## src/rtl/lp_seq_pkg.sv

```systemverilog
package lp_seq_pkg;
  typedef enum logic [1:0] {
    MODE_WAIT   = 2'b00,
    MODE_AH_ON  = 2'b01,
    MODE_AH_OFF = 2'b10,
    MODE_HALT   = 2'b11
  } lp_mode_e;

  typedef enum logic [1:0] {
    SRC_NONE = 2'b00,
    SRC_INT  = 2'b01,
    SRC_EXT  = 2'b10,
    SRC_AWU  = 2'b11
  } wake_src_e;

  typedef enum logic [1:0] {
    ST_RUN    = 2'b00,
    ST_SLEEP  = 2'b01,
    ST_SETTLE = 2'b10
  } lp_state_e;

  typedef struct packed {
    logic per_off;
    logic reg_off;
    logic ok_ext;
    logic ok_int;
    logic ok_awu;
  } lp_policy_t;
endpackage

```

## src/rtl/lp_mode_decode.sv

```systemverilog
module lp_mode_decode
  import lp_seq_pkg::*;
(
  input  logic [1:0] mode_i,
  output lp_policy_t pol_o
);
  always_comb begin
    unique case (lp_mode_e'(mode_i))
      MODE_WAIT:   pol_o = '{per_off: 1'b0, reg_off: 1'b0, ok_ext: 1'b1, ok_int: 1'b1, ok_awu: 1'b0};
      MODE_AH_ON:  pol_o = '{per_off: 1'b1, reg_off: 1'b0, ok_ext: 1'b1, ok_int: 1'b0, ok_awu: 1'b1};
      MODE_AH_OFF: pol_o = '{per_off: 1'b1, reg_off: 1'b1, ok_ext: 1'b1, ok_int: 1'b0, ok_awu: 1'b1};
      default:     pol_o = '{per_off: 1'b1, reg_off: 1'b1, ok_ext: 1'b1, ok_int: 1'b0, ok_awu: 1'b0};
    endcase
  end
endmodule

```

## src/rtl/lp_wake_filter.sv

```systemverilog
module lp_wake_filter
  import lp_seq_pkg::*;
(
  input  lp_policy_t pol_i,
  input  logic       int_irq_i,
  input  logic       ext_irq_i,
  input  logic       awu_tick_i,
  output logic       hit_o,
  output wake_src_e  src_o
);
  logic v_ext, v_int, v_awu;

  assign v_ext = ext_irq_i  & pol_i.ok_ext;
  assign v_int = int_irq_i  & pol_i.ok_int;
  assign v_awu = awu_tick_i & pol_i.ok_awu;
  assign hit_o = v_ext | v_int | v_awu;

  // fixed priority: external, internal, tick
  always_comb begin
    if (v_ext)      src_o = SRC_EXT;
    else if (v_int) src_o = SRC_INT;
    else if (v_awu) src_o = SRC_AWU;
    else            src_o = SRC_NONE;
  end
endmodule

```

## src/rtl/lp_settle_timer.sv

```systemverilog
module lp_settle_timer #(
  parameter int unsigned SETTLE_CYC = 4
) (
  input  logic clk_i,
  input  logic rst_ni,
  input  logic start_i,
  input  logic run_i,
  output logic done_o
);
  localparam int unsigned CNT_W = (SETTLE_CYC > 1) ? $clog2(SETTLE_CYC) : 1;
  localparam logic [CNT_W-1:0] LAST = CNT_W'(SETTLE_CYC - 1);

  logic [CNT_W-1:0] cnt_q;

  always_ff @(posedge clk_i or negedge rst_ni) begin
    if (!rst_ni)      cnt_q <= '0;
    else if (start_i) cnt_q <= '0;
    else if (run_i && cnt_q != LAST) cnt_q <= cnt_q + 1'b1;
  end

  assign done_o = run_i && (cnt_q == LAST);
endmodule

```

## src/rtl/lp_seq.sv

```systemverilog
module lp_seq
  import lp_seq_pkg::*;
#(
  parameter int unsigned SETTLE_CYC = 4
) (
  input  logic       clk_i,
  input  logic       rst_ni,
  input  logic [1:0] mode_i,
  input  logic       sleep_req_i,
  input  logic       int_irq_i,
  input  logic       ext_irq_i,
  input  logic       awu_tick_i,
  output logic       cpu_clk_en_o,
  output logic       per_clk_en_o,
  output logic       reg_en_o,
  output logic       wake_pend_o,
  output logic       wake_o,
  output logic [1:0] wake_src_o
);
  lp_state_e  state_q, state_d;
  lp_policy_t pol_dec, pol_q;
  logic       hit;
  wake_src_e  hit_src, src_q;
  logic       settle_done, wake_q;

  lp_mode_decode u_dec (
    .mode_i (mode_i),
    .pol_o  (pol_dec)
  );

  lp_wake_filter u_filt (
    .pol_i      (pol_q),
    .int_irq_i  (int_irq_i),
    .ext_irq_i  (ext_irq_i),
    .awu_tick_i (awu_tick_i),
    .hit_o      (hit),
    .src_o      (hit_src)
  );

  lp_settle_timer #(.SETTLE_CYC(SETTLE_CYC)) u_tmr (
    .clk_i   (clk_i),
    .rst_ni  (rst_ni),
    .start_i (state_q == ST_SLEEP),
    .run_i   (state_q == ST_SETTLE),
    .done_o  (settle_done)
  );

  always_comb begin
    state_d = state_q;
    unique case (state_q)
      ST_RUN:    if (sleep_req_i) state_d = ST_SLEEP;
      ST_SLEEP:  if (hit) state_d = pol_q.reg_off ? ST_SETTLE : ST_RUN;
      ST_SETTLE: if (settle_done) state_d = ST_RUN;
      default:   state_d = ST_RUN;
    endcase
  end

  always_ff @(posedge clk_i or negedge rst_ni) begin
    if (!rst_ni) begin
      state_q <= ST_RUN;
      pol_q   <= '0;
      src_q   <= SRC_NONE;
      wake_q  <= 1'b0;
    end else begin
      state_q <= state_d;
      wake_q  <= (state_q != ST_RUN) && (state_d == ST_RUN);
      if (state_q == ST_RUN && sleep_req_i) pol_q <= pol_dec;
      if (state_q == ST_SLEEP && hit)       src_q <= hit_src;
    end
  end

  always_comb begin
    unique case (state_q)
      ST_SLEEP: begin
        cpu_clk_en_o = 1'b0;
        per_clk_en_o = ~pol_q.per_off;
        reg_en_o     = ~pol_q.reg_off;
      end
      ST_SETTLE: begin
        cpu_clk_en_o = 1'b0;
        per_clk_en_o = 1'b0;
        reg_en_o     = 1'b1;
      end
      default: begin
        cpu_clk_en_o = 1'b1;
        per_clk_en_o = 1'b1;
        reg_en_o     = 1'b1;
      end
    endcase
  end

  assign wake_pend_o = (state_q == ST_SETTLE);
  assign wake_o      = wake_q;
  assign wake_src_o  = src_q;
endmodule

```

## config.mk

```make
export PLATFORM = sky130hd
export DESIGN_NAME = lp_seq
export DESIGN_NICKNAME = d
export VERILOG_FILES = /design/src/rtl/lp_seq_pkg.sv /design/src/rtl/lp_mode_decode.sv /design/src/rtl/lp_wake_filter.sv /design/src/rtl/lp_settle_timer.sv /design/src/rtl/lp_seq.sv
export SDC_FILE = /design/constraint.sdc
export NUM_CORES = 1
export LEC_CHECK = 0
export BUFFER_PORTS_ARGS = -buffer_cell sky130_fd_sc_hd__buf_2
export CAP_MARGIN = 20
export CORE_AREA = 2 2 60 45
export CTS_CLUSTER_DIAMETER = 30
export DETAILED_ROUTE_END_ITERATION = 12
export DIE_AREA = 0 0 62 47
export MAX_ROUTING_LAYER = met4
export PLACE_DENSITY = 0.64
export SLEW_MARGIN = 5
export SYNTH_ARGS = -nofsm -noshare
export SYNTH_HDL_FRONTEND = slang
export SYNTH_HIERARCHICAL = 1
export SYNTH_SLANG_ARGS = --single-unit
```

## constraint.sdc

```tcl
create_clock -name clk_i -period 1.8 [get_ports clk_i]
set_input_delay 0.09 -clock clk_i [delete_from_list [all_inputs] [get_ports clk_i]]
set_output_delay 0.09 -clock clk_i [all_outputs]
set_load 0.01 [all_outputs]
```

# Yosys cells after proc, flatten, opt, wreduce, memory -nomap -nowiden
# Cells that the tools add are included.
[totals]
input_bits = 8
mem_bits_ro = 0
n_memories = 0
regBits = 12
latch_bits = 0
mem_bits_rw = 0
output_inout_bits = 7
elab_cells = 48
[classes]
n_reduce_logical = 11
muxes = 14
addsub = 1
bitwise_logic = 7
eq_ne = 6
multipliers = 0
div = 0
shift = 0
n_lt_le_gt_ge = 0
[op_table]
columns = ["cell", "n"]
rows = [
  ["2-bit two-way mux", 9],
  ["5-bit case mux with 3 select lines", 1],
  ["2-bit equality test, second input constant", 3],
  ["2-bit zero test", 3],
  ["2-bit case mux with 3 select lines", 1],
  ["1-bit logical AND", 5],
  ["2-bit by 1-bit equality test with 1-bit output, second input constant", 2],
  ["2-bit nonzero test", 2],
  ["1-bit bitwise AND", 3],
  ["2-bit by 1-bit adder with 2-bit output, second input constant", 1],
  ["1-bit two-way mux", 2],
  ["2-bit inequality test, second input constant", 1],
  ["1-bit inverter", 2],
  ["1-bit OR", 2],
  ["1-bit case mux with 2 select lines", 1],
  ["2-bit OR reduction", 1],
]

# Logic depth before layout (Yosys ltp)
[depth]
ltp_word = 7
depth_mapped = 6
depth_no_buf = 6

# By module
# Netlist, hierarchy kept.
[by_module_without_submodules]
columns = ["mod", "n_inst", "seq_area_each_um2", "area_per_inst_um2", "cells_per_inst"]
rows = [
  ["lp_seq", 1, 250.2, 529.3, 45],
  ["lp_settle_timer", 1, 50.0, 131.4, 11],
  ["lp_mode_decode", 1, 0.0, 78.8, 10],
  ["lp_wake_filter", 1, 0.0, 33.8, 6],
]

# Worst setup path after synthesis
# Ideal clock, no wire load.
[synth_path]
path_type = "register -> register"
startpoint = "reg state_q[0]"
endpoint = "reg wake_q (netlist: wake_o)"
path_slack_ps = 221
path_stages_with_launch = 7
arrival_ps = 1512
setup_ps = 67
required_time_ps = 1733
path_cell_list = "dfrtp_1 -> inv_1 -> ha_1 -> and2_2 -> inv_1 -> a222oi_1 -> o311a_1"
[synth_via]
elab_chain_cells = 6
elab_cells_between_ends = 11
[synth_lines]
columns = ["item", "line_no", "source"]
rows = [
  ["start: declaration", "lp_seq.sv:20", "lp_state_e state_q, state_d;"],
  ["start signal: assignment", "lp_seq.sv:65", "state_q <= state_d;"],
  ["2-bit equality test", "--", ""],
  ["net wake_pend_o", "lp_seq.sv:16", "output logic wake_pend_o,"],
  ["1-bit logical AND", "lp_settle_timer.sv:21", "assign done_o = run_i && (cnt_q == LAST);"],
  ["net settle_done", "lp_seq.sv:24", "logic settle_done, wake_q;"],
  ["2-bit two-way mux", "lp_seq.sv:53", "ST_SETTLE: if (settle_done) state_d = ST_RUN;"],
  ["2-bit case mux with 3 select lines", "lp_seq.sv:50", "unique case (state_q)"],
  ["2-bit zero test", "lp_seq.sv:66", "wake_q <= (state_q != ST_RUN) && (state_d == ST_RUN);"],
  ["1-bit logical AND", "lp_seq.sv:66", ""],
  ["end signal: assignment", "lp_seq.sv:66", ""],
  ["end: declaration", "lp_seq.sv:24", ""],
]
# The timed path passes the listed nets, and every way through them passes these cells.
# A chain may end at the register's enable or synchronous reset.

# Worst setup path in the final report
[layout_path]
startpoint = "reg state_q[0]"
endpoint = "reg wake_q (netlist: wake_o)"
[layout_via]
elab_chain_cells = 6
elab_cells_between_ends = 11
[layout_lines]
columns = ["item", "line_no", "source"]
rows = [
  ["2-bit equality test", "lp_seq.sv:44", ".run_i (state_q == ST_SETTLE),"],
  ["1-bit logical AND", "lp_settle_timer.sv:21", ""],
  ["net settle_done", "lp_seq.sv:24", ""],
  ["2-bit two-way mux", "lp_seq.sv:53", ""],
  ["2-bit case mux with 3 select lines", "lp_seq.sv:50", ""],
  ["2-bit zero test", "lp_seq.sv:66", ""],
  ["1-bit logical AND", "lp_seq.sv:66", ""],
]
# The timed path passes the listed nets, and every way through them passes these cells.

==> results.cfg <==
[drt]
drt-met1-wl_um = 645
drc = 0
routed-via-count = 548
route.met3.wl_um = 107
top_layer = met4
drtIter0Drc = 14
wl_per_cell_um = 11.0
met2_wirelength_um = 601
drt-vias-per-instance = 4.42
drtAntennaViolNets = 0
routed_wl_mm = 1.37
first_pass_iters = 4

[global_route]
grt_max_degree = 13
antenna_found_initial = 0
grt_pass1_vias = 508
global_route.usage.total_pct = 11.4
grt_pass1_wl_mm = 2.17
overflow = 0

[floorplan]
num_rows = 15
core_mm2 = 0.00235
die_h_um = 47
die_x_um = 62
initial_utilization_pct = 33.0
io_pins = 15
die_area_mm2 = 0.00291

[pwr]
p_sw_uw = 536
p_int_uw = 864
leakage_nw = 0.464
power_frac_clock_pct = 15.6
seqPwrFrac_pct = 34.9
vdd_drop_max_uv = 316
p_per_area_mw_per_mm2 = 1510
combPwrFrac_pct = 49.5
switching_share_pct = 38.3

[worst_setup_path]
cp_common_cell = inv_1
critPathBufInv = 2
worstPathMaxFanout = 7
critPathMaxStageDelay_ns = 0.45
worstSetupPathType = flip-flop to flip-flop
crit_path_start_kind = flip-flop
endpoint_kind = flip-flop
critPathSlowestCell = dfrtp_1
path_delay_family = compound AO/OA/AOI/OAI gates
critical_path_arrival_ns = 1.86
crit_path_start = state_q[0]
cp.required_ns = 2.02
reg2reg_from = state_q[0]
path_cells = inv_1 > ha_2 > and2_2 > inv_1 > a222oi_1 > o311a_1

[place]
dpl_cell_area_um2 = 878
port_buffers = 14
hpwl_mm = 1.08
globalplace.congestion = 0.867

[logic_synthesis]
synth_warnings = 6
postSynthCellCount = 72
yosys.area.top_type = dfrtp_1
synth.avg_cell_area_um2 = 10.7
seq_area_frac_synth_pct = 38.8
yosys.area_share.simple_pct = 14.6
synthAdderAreaFrac_pct = 17.8
synth_compound_area_share_pct = 9.55
ys_seq_elements = 12
mappedNetlistNets = 91
synth_top_family_by_area = adder cells
synth_xor_area_share_pct = 0
yosysTopAreaCellShare_pct = 38.8
synth_cell_type_count = 25
syn_area_um2 = 773
synthMuxAreaShare_pct = 13.4
synthTopCellsByArea = dfrtp_1, ha_1, mux2_2

[clock_network]
h-tree-depth = 1
numCtsBuffers = 3
cts_root_buffer = clkbuf_4
cts.clk_slew.worst_paths_ns = 0.07
cts.path.max_buffers = 2
cts_tree = built
clkLatencyLatePin_ns = 0.28
cts_sinks = 12
cts_setup_buffers = 0

[sta]
fmax_mhz = 608
finalHoldViolations = 0
slew_viol_final = 0
finalCritPeriodShare_pct = 91.4
setup_viol = 0
fin_tns_setup_ns = 0
period_minus_slack_ns = 1.65
skew_ns = 0.000714
rsz0062_at_grt = false

[final_layout]
fin_nets = 110
syn_to_final_growth_pct = 19.9
diodes = 0
final_common_cell = buf_2
final_cell_mix = buf_2, dfrtp_1, ha_1, inv_1, mux2_2
drive_gt1_share_pct = 34.4
fin_area_um2 = 927

[min_path]
hp-start = sleep_req_i
min_path_type = input port to flip-flop

[job]
maxCapViolCount = 0

[run_status]
status = completed
-- synth_stat cells --
library cell / n
mux2_4: 1
nor3_1: 1
mux2i_1: 1
o21ai_0: 4
inv_1: 9
and2b_2: 2
or2_1: 1
a22oi_1: 1
nand4bb_1: 1
buf_4: 1
ha_1: 11
nor2b_4: 1
a32o_1: 1
a21oi_1: 2
nor2_1: 1
nand2b_1: 2
and2_2: 1
nor2b_1: 2
o311a_1: 1
a31oi_1: 1
mux2_2: 7
a222oi_1: 1
nand2_1: 6
dfrtp_1: 12
conb_1: 1
-- per-layer routing --
layer | up-vias | global-route usage [%]
met5 | - | -
met4 | 0 | 4.68
met3 | 2 | 6.89
met2 | 20 | 14.0
met1 | 249 | 14.7
li1 | 277 | -
-- cell type report --
class	instances	area, um^2
Sequential cell	12	300
Timing Repair Buffer	15	80.1
Multi-Input combinational cell	50	434
Fill cell	236	1420
Inverter	9	33.8
Clock buffer	4	36.3
Tap cell	34	42.5
-- power groups by stage --
stage / Combinational [mW] / Sequential [mW] / Clock (mW)
2_1_floorplan: 0.495 / 0.479 / 0
3_3_place_gp: 0.675 / 0.490 / 0
3_5_place_dp: 0.694 / 0.494 / 0
4_1_cts: 0.698 / 0.489 / 0.225
5_1_grt: 0.772 / 0.510 / 0.230
6_report: 0.693 / 0.489 / 0.218
-- sequential cells by signal, summed over array words and instances (netlist names) --
name	cells
u_tmr/cnt_q	2
wake_o	1
pol_q	5
state_q	2
wake_src_o	2
-- repair_timing --
action	4_1_cts	5_1_grt
resized for setup	0	1
hold endpoints to repair	12	0
setup endpoints to repair	0	1
hold buffers	1	0
-- final timing paths --
path | slack (ns) | end | cells past startpoint
setup / recovery | 0.15 | wake_o | 6
hold / removal | 0.17 | state_q[0] | 3
setup reg to reg | 0.15 | wake_o | 6
hold reg to reg | 0.51 | wake_src_o[0] | 1
max in group asynchronous | 1.38 | pol_q[1] | 2
min in group asynchronous | 0.21 | u_tmr/cnt_q[1] | 2
-- worst reg2reg max path, delay by kind of cell, from the launching register on --
| kind | cells | cell delay, ns |
|---|---|---|
| buf+inv | 2 | 0.16 |
| compound gates | 2 | 0.60 |
| simple gates | 1 | 0.15 |
| flops | 1 | 0.45 |
| fa+ha+maj | 1 | 0.23 |
-- kinds of logic after synthesis --
| logic type | after synthesis |
|---|---|
| AO/OA/AOI/OAI | 11 |
| adder cells (fa/ha/maj) | 11 |
| buffers and inverters | 10 |
| flip-flops | 12 |
| multiplexers | 9 |
| other | 1 |
| AND/OR/NAND/NOR | 18 |
-- metrics by stage --
stage          worst slack (ns)  utilization (%)  instances  total power [mW]  hold WS (ns)
2_1_floorplan             0.221                -         72             0.975        -0.206
3_3_place_gp              0.220             37.4        119              1.17       -0.0202
3_5_place_dp              0.135             37.4        119              1.19       -0.0187
4_1_cts                   0.127             39.4        124              1.41         0.182
5_1_grt                  0.0147             39.5        124              1.51         0.220
6_report                  0.154             39.5        124              1.40         0.172
No activity file was read; power rests on OpenSTA's default activity.
